===== config.mk =====
export PLATFORM = sky130hd
export DESIGN_NAME = nor_cmd_seq
export DESIGN_NICKNAME = d
export VERILOG_FILES = /design/src/rtl/nor_seq_pkg.sv /design/src/rtl/nor_cmd_table.sv /design/src/rtl/nor_poll_timer.sv /design/src/rtl/nor_cmd_seq.sv
export SDC_FILE = /design/constraint.sdc
export NUM_CORES = 1
export LEC_CHECK = 0
export BUFFER_PORTS_ARGS = -buffer_cell sky130_fd_sc_hd__buf_2
export CAP_MARGIN = 0
export CORE_MARGIN = 1
export CORE_UTILIZATION = 58
export DETAILED_ROUTE_END_ITERATION = 8
export GPL_ROUTABILITY_DRIVEN = 0
export PLACE_DENSITY_LB_ADDON = 0.05
export RECOVER_POWER = 50
export SLEW_MARGIN = 10
export SYNTH_ARGS = -nofsm -noshare
export SYNTH_HDL_FRONTEND = slang
export SYNTH_SLANG_ARGS = --single-unit
export TNS_END_PERCENT = 10

===== constraint.sdc =====
create_clock -name clk -period 4.2 [get_ports clk]
set_input_delay 0.42 -clock clk [delete_from_list [all_inputs] [get_ports clk]]
set_output_delay 0.42 -clock clk [all_outputs]
set_load 0.02 [all_outputs]

===== src/rtl/nor_seq_pkg.sv =====
package nor_seq_pkg;

    typedef enum logic [2:0] {
        SQ_IDLE,
        SQ_CMD,
        SQ_RD_A,
        SQ_RD_B,
        SQ_CHK_A,
        SQ_CHK_B,
        SQ_FIN,
        SQ_END
    } sq_state_t;

    typedef enum logic [1:0] {
        RS_OK   = 2'd0,
        RS_HW   = 2'd1,
        RS_SW   = 2'd2
    } sq_result_t;

    localparam int ERASE_WRITES = 7;
    localparam int PROG_WRITES  = 5;
    localparam logic [7:0] CMD_READ_MODE = 8'hF0;

endpackage


===== src/rtl/nor_cmd_table.sv =====
module nor_cmd_table #(
    parameter int AW = 24
) (
    input  logic          is_prog,
    input  logic [2:0]    step,
    input  logic          x16,
    input  logic [AW-1:0] tgt,
    input  logic [7:0]    pdata,
    output logic [AW-1:0] c_addr,
    output logic [7:0]    c_data,
    output logic          c_last
);
    localparam int OFFW = 12;

    logic [OFFW-1:0] off;
    logic            direct;

    always_comb begin
        off    = '0;
        c_data = 8'hF0;
        direct = 1'b0;
        case (step)
            3'd0: begin off = 12'h000; c_data = 8'hF0; end
            3'd1: begin off = 12'h555; c_data = 8'hAA; end
            3'd2: begin off = 12'h2AA; c_data = 8'h55; end
            3'd3: begin off = 12'h555; c_data = is_prog ? 8'hA0 : 8'h80; end
            3'd4: begin
                if (is_prog) begin direct = 1'b1; c_data = pdata; end
                else begin off = 12'h555; c_data = 8'hAA; end
            end
            3'd5: begin off = 12'h2AA; c_data = 8'h55; end
            default: begin direct = 1'b1; c_data = 8'h30; end
        endcase
        if (direct)
            c_addr = tgt;
        else if (x16)
            c_addr = {{(AW-OFFW-1){1'b0}}, off, 1'b0};
        else
            c_addr = {{(AW-OFFW){1'b0}}, off};
        c_last = is_prog ? (step == 3'(nor_seq_pkg::PROG_WRITES - 1))
                         : (step == 3'(nor_seq_pkg::ERASE_WRITES - 1));
    end
endmodule


===== src/rtl/nor_poll_timer.sv =====
module nor_poll_timer #(
    parameter int TW = 16
) (
    input  logic          clk,
    input  logic          rst_n,
    input  logic          clr,
    input  logic          en,
    input  logic [TW-1:0] limit,
    output logic          expired
);
    logic [TW:0] cnt_d, cnt_q;

    always_comb begin
        cnt_d = cnt_q;
        if (clr)
            cnt_d = '0;
        else if (en && !cnt_q[TW])
            cnt_d = cnt_q + 1'b1;
    end

    always_ff @(posedge clk or negedge rst_n) begin
        if (!rst_n) cnt_q <= '0;
        else        cnt_q <= cnt_d;
    end

    assign expired = cnt_q > {1'b0, limit};
endmodule


===== src/rtl/nor_cmd_seq.sv =====
module nor_cmd_seq
    import nor_seq_pkg::*;
#(
    parameter int AW = 24,
    parameter int TW = 16
) (
    input  logic          clk,
    input  logic          rst_n,
    input  logic          start,
    input  logic          op_prog,
    input  logic          x16_mode,
    input  logic [AW-1:0] tgt_addr,
    input  logic [7:0]    prog_data,
    input  logic [TW-1:0] erase_limit,
    input  logic [TW-1:0] write_limit,
    output logic          busy,
    output logic          done,
    output logic [1:0]    result,
    output logic          bus_req,
    output logic          bus_we,
    output logic [AW-1:0] bus_addr,
    output logic [7:0]    bus_wdata,
    input  logic          bus_ack,
    input  logic [7:0]    bus_rdata
);
    typedef struct packed {
        sq_state_t   st;
        logic [2:0]  step;
        logic        prog;
        logic        x16;
        logic [AW-1:0] tgt;
        logic [7:0]  dat;
        logic [7:0]  first;
        logic [TW-1:0] lim;
        sq_result_t  res;
    } seq_regs_t;

    seq_regs_t r_d, r_q;

    logic [AW-1:0] c_addr;
    logic [7:0]    c_data;
    logic          c_last;
    logic          tmr_clr, tmr_en, tmr_exp;
    logic          polling;

    nor_cmd_table #(.AW(AW)) u_tab (
        .is_prog (r_q.prog),
        .step    (r_q.step),
        .x16     (r_q.x16),
        .tgt     (r_q.tgt),
        .pdata   (r_q.dat),
        .c_addr  (c_addr),
        .c_data  (c_data),
        .c_last  (c_last)
    );

    assign polling = (r_q.st == SQ_RD_A) || (r_q.st == SQ_RD_B) ||
                     (r_q.st == SQ_CHK_A) || (r_q.st == SQ_CHK_B);
    assign tmr_en  = polling;
    assign tmr_clr = (r_q.st == SQ_CMD) && bus_ack && c_last;

    nor_poll_timer #(.TW(TW)) u_tmr (
        .clk     (clk),
        .rst_n   (rst_n),
        .clr     (tmr_clr),
        .en      (tmr_en),
        .limit   (r_q.lim),
        .expired (tmr_exp)
    );

    always_comb begin
        logic match7;
        logic tog6;
        r_d    = r_q;
        match7 = (bus_rdata[7] == r_q.dat[7]);
        tog6   = (bus_rdata[6] != r_q.first[6]);
        case (r_q.st)
            SQ_IDLE: if (start) begin
                r_d.st   = SQ_CMD;
                r_d.step = '0;
                r_d.prog = op_prog;
                r_d.x16  = x16_mode;
                r_d.tgt  = tgt_addr;
                r_d.dat  = prog_data;
                r_d.lim  = op_prog ? write_limit : erase_limit;
                r_d.res  = RS_OK;
            end
            SQ_CMD: if (bus_ack) begin
                if (c_last) r_d.st = SQ_RD_A;
                else        r_d.step = r_q.step + 3'd1;
            end
            SQ_RD_A: if (bus_ack) begin
                r_d.first = bus_rdata;
                if (!r_q.prog)         r_d.st = SQ_RD_B;
                else if (match7)       r_d.st = SQ_FIN;
                else if (bus_rdata[5]) r_d.st = SQ_CHK_B;
                else if (tmr_exp) begin r_d.st = SQ_END; r_d.res = RS_SW; end
                else                   r_d.st = SQ_RD_A;
            end
            SQ_RD_B: if (bus_ack) begin
                if (!tog6)             r_d.st = SQ_FIN;
                else if (bus_rdata[5]) r_d.st = SQ_CHK_A;
                else if (tmr_exp) begin r_d.st = SQ_END; r_d.res = RS_SW; end
                else                   r_d.st = SQ_RD_A;
            end
            SQ_CHK_A: if (bus_ack) begin
                r_d.first = bus_rdata;
                r_d.st    = SQ_CHK_B;
            end
            SQ_CHK_B: if (bus_ack) begin
                if (r_q.prog ? match7 : !tog6) r_d.st = SQ_FIN;
                else begin r_d.st = SQ_END; r_d.res = RS_HW; end
            end
            SQ_FIN: if (bus_ack) begin
                r_d.st  = SQ_END;
                r_d.res = RS_OK;
            end
            default: r_d.st = SQ_IDLE;
        endcase
    end

    always_ff @(posedge clk or negedge rst_n) begin
        if (!rst_n) begin
            r_q      <= '0;
            r_q.st   <= SQ_IDLE;
            r_q.res  <= RS_OK;
        end else begin
            r_q <= r_d;
        end
    end

    always_comb begin
        busy      = (r_q.st != SQ_IDLE);
        done      = (r_q.st == SQ_END);
        result    = r_q.res;
        bus_req   = busy && !done;
        bus_we    = (r_q.st == SQ_CMD) || (r_q.st == SQ_FIN);
        bus_addr  = (r_q.st == SQ_CMD) ? c_addr :
                    (r_q.st == SQ_FIN) ? '0 : r_q.tgt;
        bus_wdata = (r_q.st == SQ_CMD) ? c_data : CMD_READ_MODE;
    end
endmodule


After elaboration in Yosys (flattened, before gate mapping) --
Index checks and enable logic that the tools add are counted.
Word-level totals: logic and storage cells 114, input port bits 78, bits in registers 82, output and inout bits 38
Operators by class: add/sub/neg operators 2, magnitude comparators 1, reductions and logical operators 26, muxes and demuxes 47, eq/ne operators 28
Operator list (number):
- $mux 24 | 3
- $mux 40 | 1
- $pmux 8 s5 | 1
- $mux 3 | 13
- $pmux 12 s3 | 1
- $mux 17 | 2
- $ne 2x2->1 const B | 12
- $mux 2 | 11
- $eq 3x3->1 const B | 7
- $pmux 3 s7 | 1
- $add 17x1->17 const B | 1
- $gt 17x16->1 | 1
- $mux 16 | 1
- $mux 8 | 2
- $mux 13 | 1
- $eq 3x2->1 const B | 4
- $mux 6 | 2
- $mux 11 | 1
- $pmux 2 s5 | 1
- $reduce_and 10->1 | 1
- $reduce_and 8->1 | 1
- $eq 3x1->1 const B | 2
- $logic_not 3->1 | 2
- $pmux 3 s2 | 1
- 16 further kinds | 31

Depth between registers and ports, before layout --
depth after elaboration 7, gate-level depth with buffers 10, depth with buffers taken out 8

Hierarchy --
A second synthesis with hierarchy kept.
Second synthesis, totals: cell total of the unflattened synthesis 502, area total of the unflattened synthesis 4842.1 um^2
Modules (own cells, without submodules):
- nor_cmd_seq | cells an instance 276, instances 1, sequential area each 1476.4 um^2, area each 3061.7 um^2
- nor_poll_timer | cells an instance 144, instances 1, sequential area each 425.4 um^2, area each 1255.0 um^2
- nor_cmd_table | cells an instance 82, instances 1, sequential area each 0.0 um^2, area each 525.5 um^2

Worst setup path before layout --
No wires, ideal clock.
kind register to output, from reg r_q[60] (netlist bit), to out bus_addr[12], path buffers 2, stages on the path, launching flop included 10, arrival 2.246 ns, required time 3.780 ns, slack 1.534 ns, path through dfrtp_1 inv_1 ha_1 and2_1 clkbuf_1 or3_1 o211ai_2 a21boi_2 buf_2 and2_1
Between the ends: longest elaborated chain between the ends 5, elaborated cells between the ends (all ways) 10, classes of those cells 5 x eq/ne; 3 x mux; 2 x reduce/logical
RTL lines:
- start, declared | line nor_cmd_seq.sv:38 | seq_regs_t r_d, r_q;
- start signal, assigned | line nor_cmd_seq.sv:128 | r_q <= r_d;
- $eq 3x1->1 (tied with other cells) | line nor_cmd_table.sv:22 | case (step)
- $reduce_or 5->1 (no source line)
- $pmux 1 s2 (*) | line nor_cmd_table.sv:22
- $mux 24 (*) | line nor_cmd_table.sv:34 | if (direct)
- $mux 24 (*) | line nor_cmd_seq.sv:138 | bus_addr = (r_q.st == SQ_CMD) ? c_addr :
- end, declared | line nor_cmd_seq.sv:21 | output logic [AW-1:0] bus_addr,
Every way passes the cells marked *; elsewhere a longest branch is shown, timed or not.

Worst setup path in the final report --
from reg r_q[60] (netlist bit), to out bus_addr[0]
Between the ends: longest elaborated chain between the ends 6, elaborated cells between the ends (all ways) 14, classes of those cells 5 x eq/ne; 5 x mux; 4 x reduce/logical
RTL lines:
- $eq 3x2->1 (tied with other cells) | line nor_cmd_table.sv:22
- $reduce_or 2->1 (no source line)
- $pmux 12 s3 | line nor_cmd_table.sv:22
- $mux 13 | line nor_cmd_table.sv:36 | else if (x16)
- $mux 24 (*) | line nor_cmd_table.sv:34
- $mux 24 (*) | line nor_cmd_seq.sv:138
Marked as above.

==> results by group <==
Pwr
  – Pleak: 2.68 nW
  – Power per standard cell area: 761 nW/um^2
  – Peak supply drop: 407 uV

Timing
  – Worst hold slack: 0.255 ns
  – RSZ-0062 raised after global routing: false
  – Fin crit share: 0.851
  – Clk_skew: 0.00800 ns
  – Setup Viol. Count Final: 0
  – Final worst slack: 0.626 ns
  – Fin Setup TNS: 0 ns
  – Tmin final: 3.57 ns
  – Worst-Margin Slew: 2.27 ns
  – Final Hold Vio Count: 0
  – Slew margin rel.: -0.512
  – Final slew viol count: 185
  – Peak Freq: 0.280 GHz

Route
  – DRC marker count from the first detailed-route iteration: 206
  – DR DRC count: 0
  – Vias after detailed routing: 3881
  – Average wire per standard cell: 13.6 um
  – Router iterations before antenna repair: 5
  – Number of routed nets with antenna violations: 0
  – Final WL: 9920 um
  – Vias/cell: 5.33

CTS
  – Clk slew on worst S/H paths: 0.08 ns
  – CTS buffer count: 9
  – Root buffer cell: clkbuf_8
  – Post-CTS setup buffers: 0
  – CTS tree: built
  – Max clock buf depth: 2
  – Post-CTS resize count: 0
  – Post-CTS Hold Buffers: 0
  – Clock Sinks: 76
  – Clock insertion delay at the later pin of the skew report: 0.35 ns
  – Htree depth: 3

GRT
  – GRT Total Usage: 0.257
  – Total grt overflow: 0
  – Largest net degree at the start of global routing: 77
  – Vias in the first global route: 3735
  – Initial antenna violation count: 0
  – First-pass GRT wire length: 16900 um

Worst hold path
  – Hold WC Path Type: in2reg
  – Hold Path Stages: 3

Floorplan
  – Die W: 89.7 um
  – Initial Utilization: 0.609
  – Core footprint: 7330 sq um
  – Die area: 8050 sq um
  – Site Rows: 31
  – DIE HEIGHT: 89.7 um
  – Ports: 116

Placement
  – Detailed placement HPWL: 7060 um
  – Pre-CTS WS: 0.993 ns
  – Number of I/O port buffers: 110

Worst setup path
  – Crit-path max FO: 24
  – R2r setup slk: 0.90 ns
  – Critical Path AT: 3.15 ns
  – Worst Path Required: 3.78 ns
  – Setup crit end kind: primary output
  – Worst path cell trace: inv_1 -> ha_1 -> and2_1 -> or3_1 -> o211ai_2 -> a21boi_2 -> nand2_1 -> o31ai_1 -> buf_2
  – Max incr delay on CP: 0.72 ns
  – Reg2reg path depth: 7
  – Startpoint Class: flip-flop
  – Slowest CP cell: a21boi_2
  – Type of the worst setup path: reg2out

Synth
  – Post-synthesis instance total: 529
  – Async SR Flop Fraction: 1.00
  – Mean post-synth cell area: 8.43 sq um
  – Netlist Area Pre-Place: 4460 sq um
  – Yosys cell types: 53
  – Number of synthesized flops with an enable pin: 0
  – Yosys reg bits: 76
  – Synth Flop Type: dfrtp_1
  – Sequential fraction of the synthesis area: 0.426
  – YS warnings: 0
  – Syn nets: 629

Status
  – Failing checks: max-capacitance violations, max-slew violations
  – Status: complete, but fails checks

Layout
  – Fill cell count: 597
  – Layout Area Growth over Synthesis: 17.7%
  – Share of cells above drive strength 1: 0.213
  – Final design utilization: 0.716
  – Final nets: 724
  – Seq. cell area: 1900 sq um
  – Commonest non-fill, non-tap cell in the layout: nand2_1
  – N_diodes: 0
  – Most frequent cells in the layout: nand2_1, buf_2, dfrtp_1, nor2_1, a21oi_1
  – Multi-input logic area: 2350 sq um

Flow run
  – Max Cap Viol: 3
## Yosys cell counts (2+ instances only)
cell type	n	area (sq um)
nand2_1	129	484
dfrtp_1	76	1900
nor2_1	52	195
a21oi_1	33	165
inv_1	24	90.1
ha_1	22	275
mux2i_1	20	200
and2_1	17	106
clkbuf_1	17	63.8
o21ai_0	17	85.1
a21o_1	13	97.6
nand3_1	13	65.1
xor2_1	13	114
and3_1	8	50.1
nor3_1	8	40.0
buf_2	5	25.0
xnor2_1	5	43.8
a211oi_1	4	30.0
nor2b_1	4	25.0
a31oi_1	3	18.8
mux2_2	3	33.8
nand4_1	3	18.8
o211ai_1	3	22.5
o31ai_1	3	22.5
buf_1	2	7.51
buf_4	2	15.0
clkbuf_2	2	10.0
nand2b_1	2	12.5
or3_1	2	12.5
## routing by layer
| metal | wire length (um) | track usage |
|---|---|---|
| met1 | 4440 | 0.322 |
| met2 | 4970 | 0.444 |
| met3 | 431 | 0.0508 |
| met4 | 77 | 0.0847 |
| met5 | 0 | 0 |
## final timing paths
path,start,end
max,r_q[60]$_DFFE_PN0P_,bus_addr[0]
min,tgt_addr[19],r_q[53]$_DFFE_PN0P_
max reg2reg,r_q[65]$_DFFE_PN0P_,result[1]$_DFFE_PN0P_
min reg2reg,r_q[47]$_DFFE_PN0P_,r_q[47]$_DFFE_PN0P_
max in group asynchronous,rst_n,r_q[61]$_DFFE_PN0P_
min in group asynchronous,rst_n,r_q[35]$_DFFE_PN0P_
## flip-flops by register name, indices dropped and copies added, names as in the netlist
register and count:
r_q 57, result 2, u_tmr.cnt_q 17
## final cells by class
| class | count | area share |
|---|---|---|
| clock inverter | 6 | 0.0181 |
| inverter | 24 | 0.0172 |
| clock buffer | 10 | 0.0262 |
| tap | 99 | 0.0236 |
| multi-input combinational | 401 | 0.447 |
| timing repair buffer | 112 | 0.106 |
| sequential | 76 | 0.362 |
## per-stage QoR
| stage | std cells | cell area (sq um) | power [W] |
|---|---|---|---|
| finish | 728 | 5250 | 0.00399 |
| global route | 728 | 5250 | 0.00433 |
| CTS | 728 | 5270 | 0.00401 |
| detailed placement | 712 | 5030 | 0.00335 |
| global placement | 712 | 5030 | 0.00327 |
| floorplan | 529 | 4460 | 0.00282 |
## kinds of logic (layout without fill, tap and decap cells)
group / Yosys count / in the layout / synth area share
buffers and inverters: 52 / 152 / 0.0474
AOI/OAI and AO/OA: 91 / 91 / 0.130
DFF: 76 / 76 / 0.426
xor gates and xnor gates: 18 / 18 / 0.0353
adders and majority gates: 22 / 22 / 0.0617
muxes: 23 / 23 / 0.0524
and+or+nand+nor: 247 / 247 / 0.247
## power by group
part	internal (W)	switching, W	total [W]	leakage [nW]
Clock	0.000357	0.000285	0.000642	0.117
Sequential	0.00106	0.000307	0.00136	0.883
Combinational	0.000801	0.00119	0.00199	1.68
## critical path: cells and delay by family (launching register included)
family	cells	cell delay (ns)
compound gates	3	0.96
fa+ha+maj	1	0.30
buf+inv	2	0.33
flops	1	0.45
simple gates	3	0.78
Note: power is estimated with default switching activity, not from simulation.
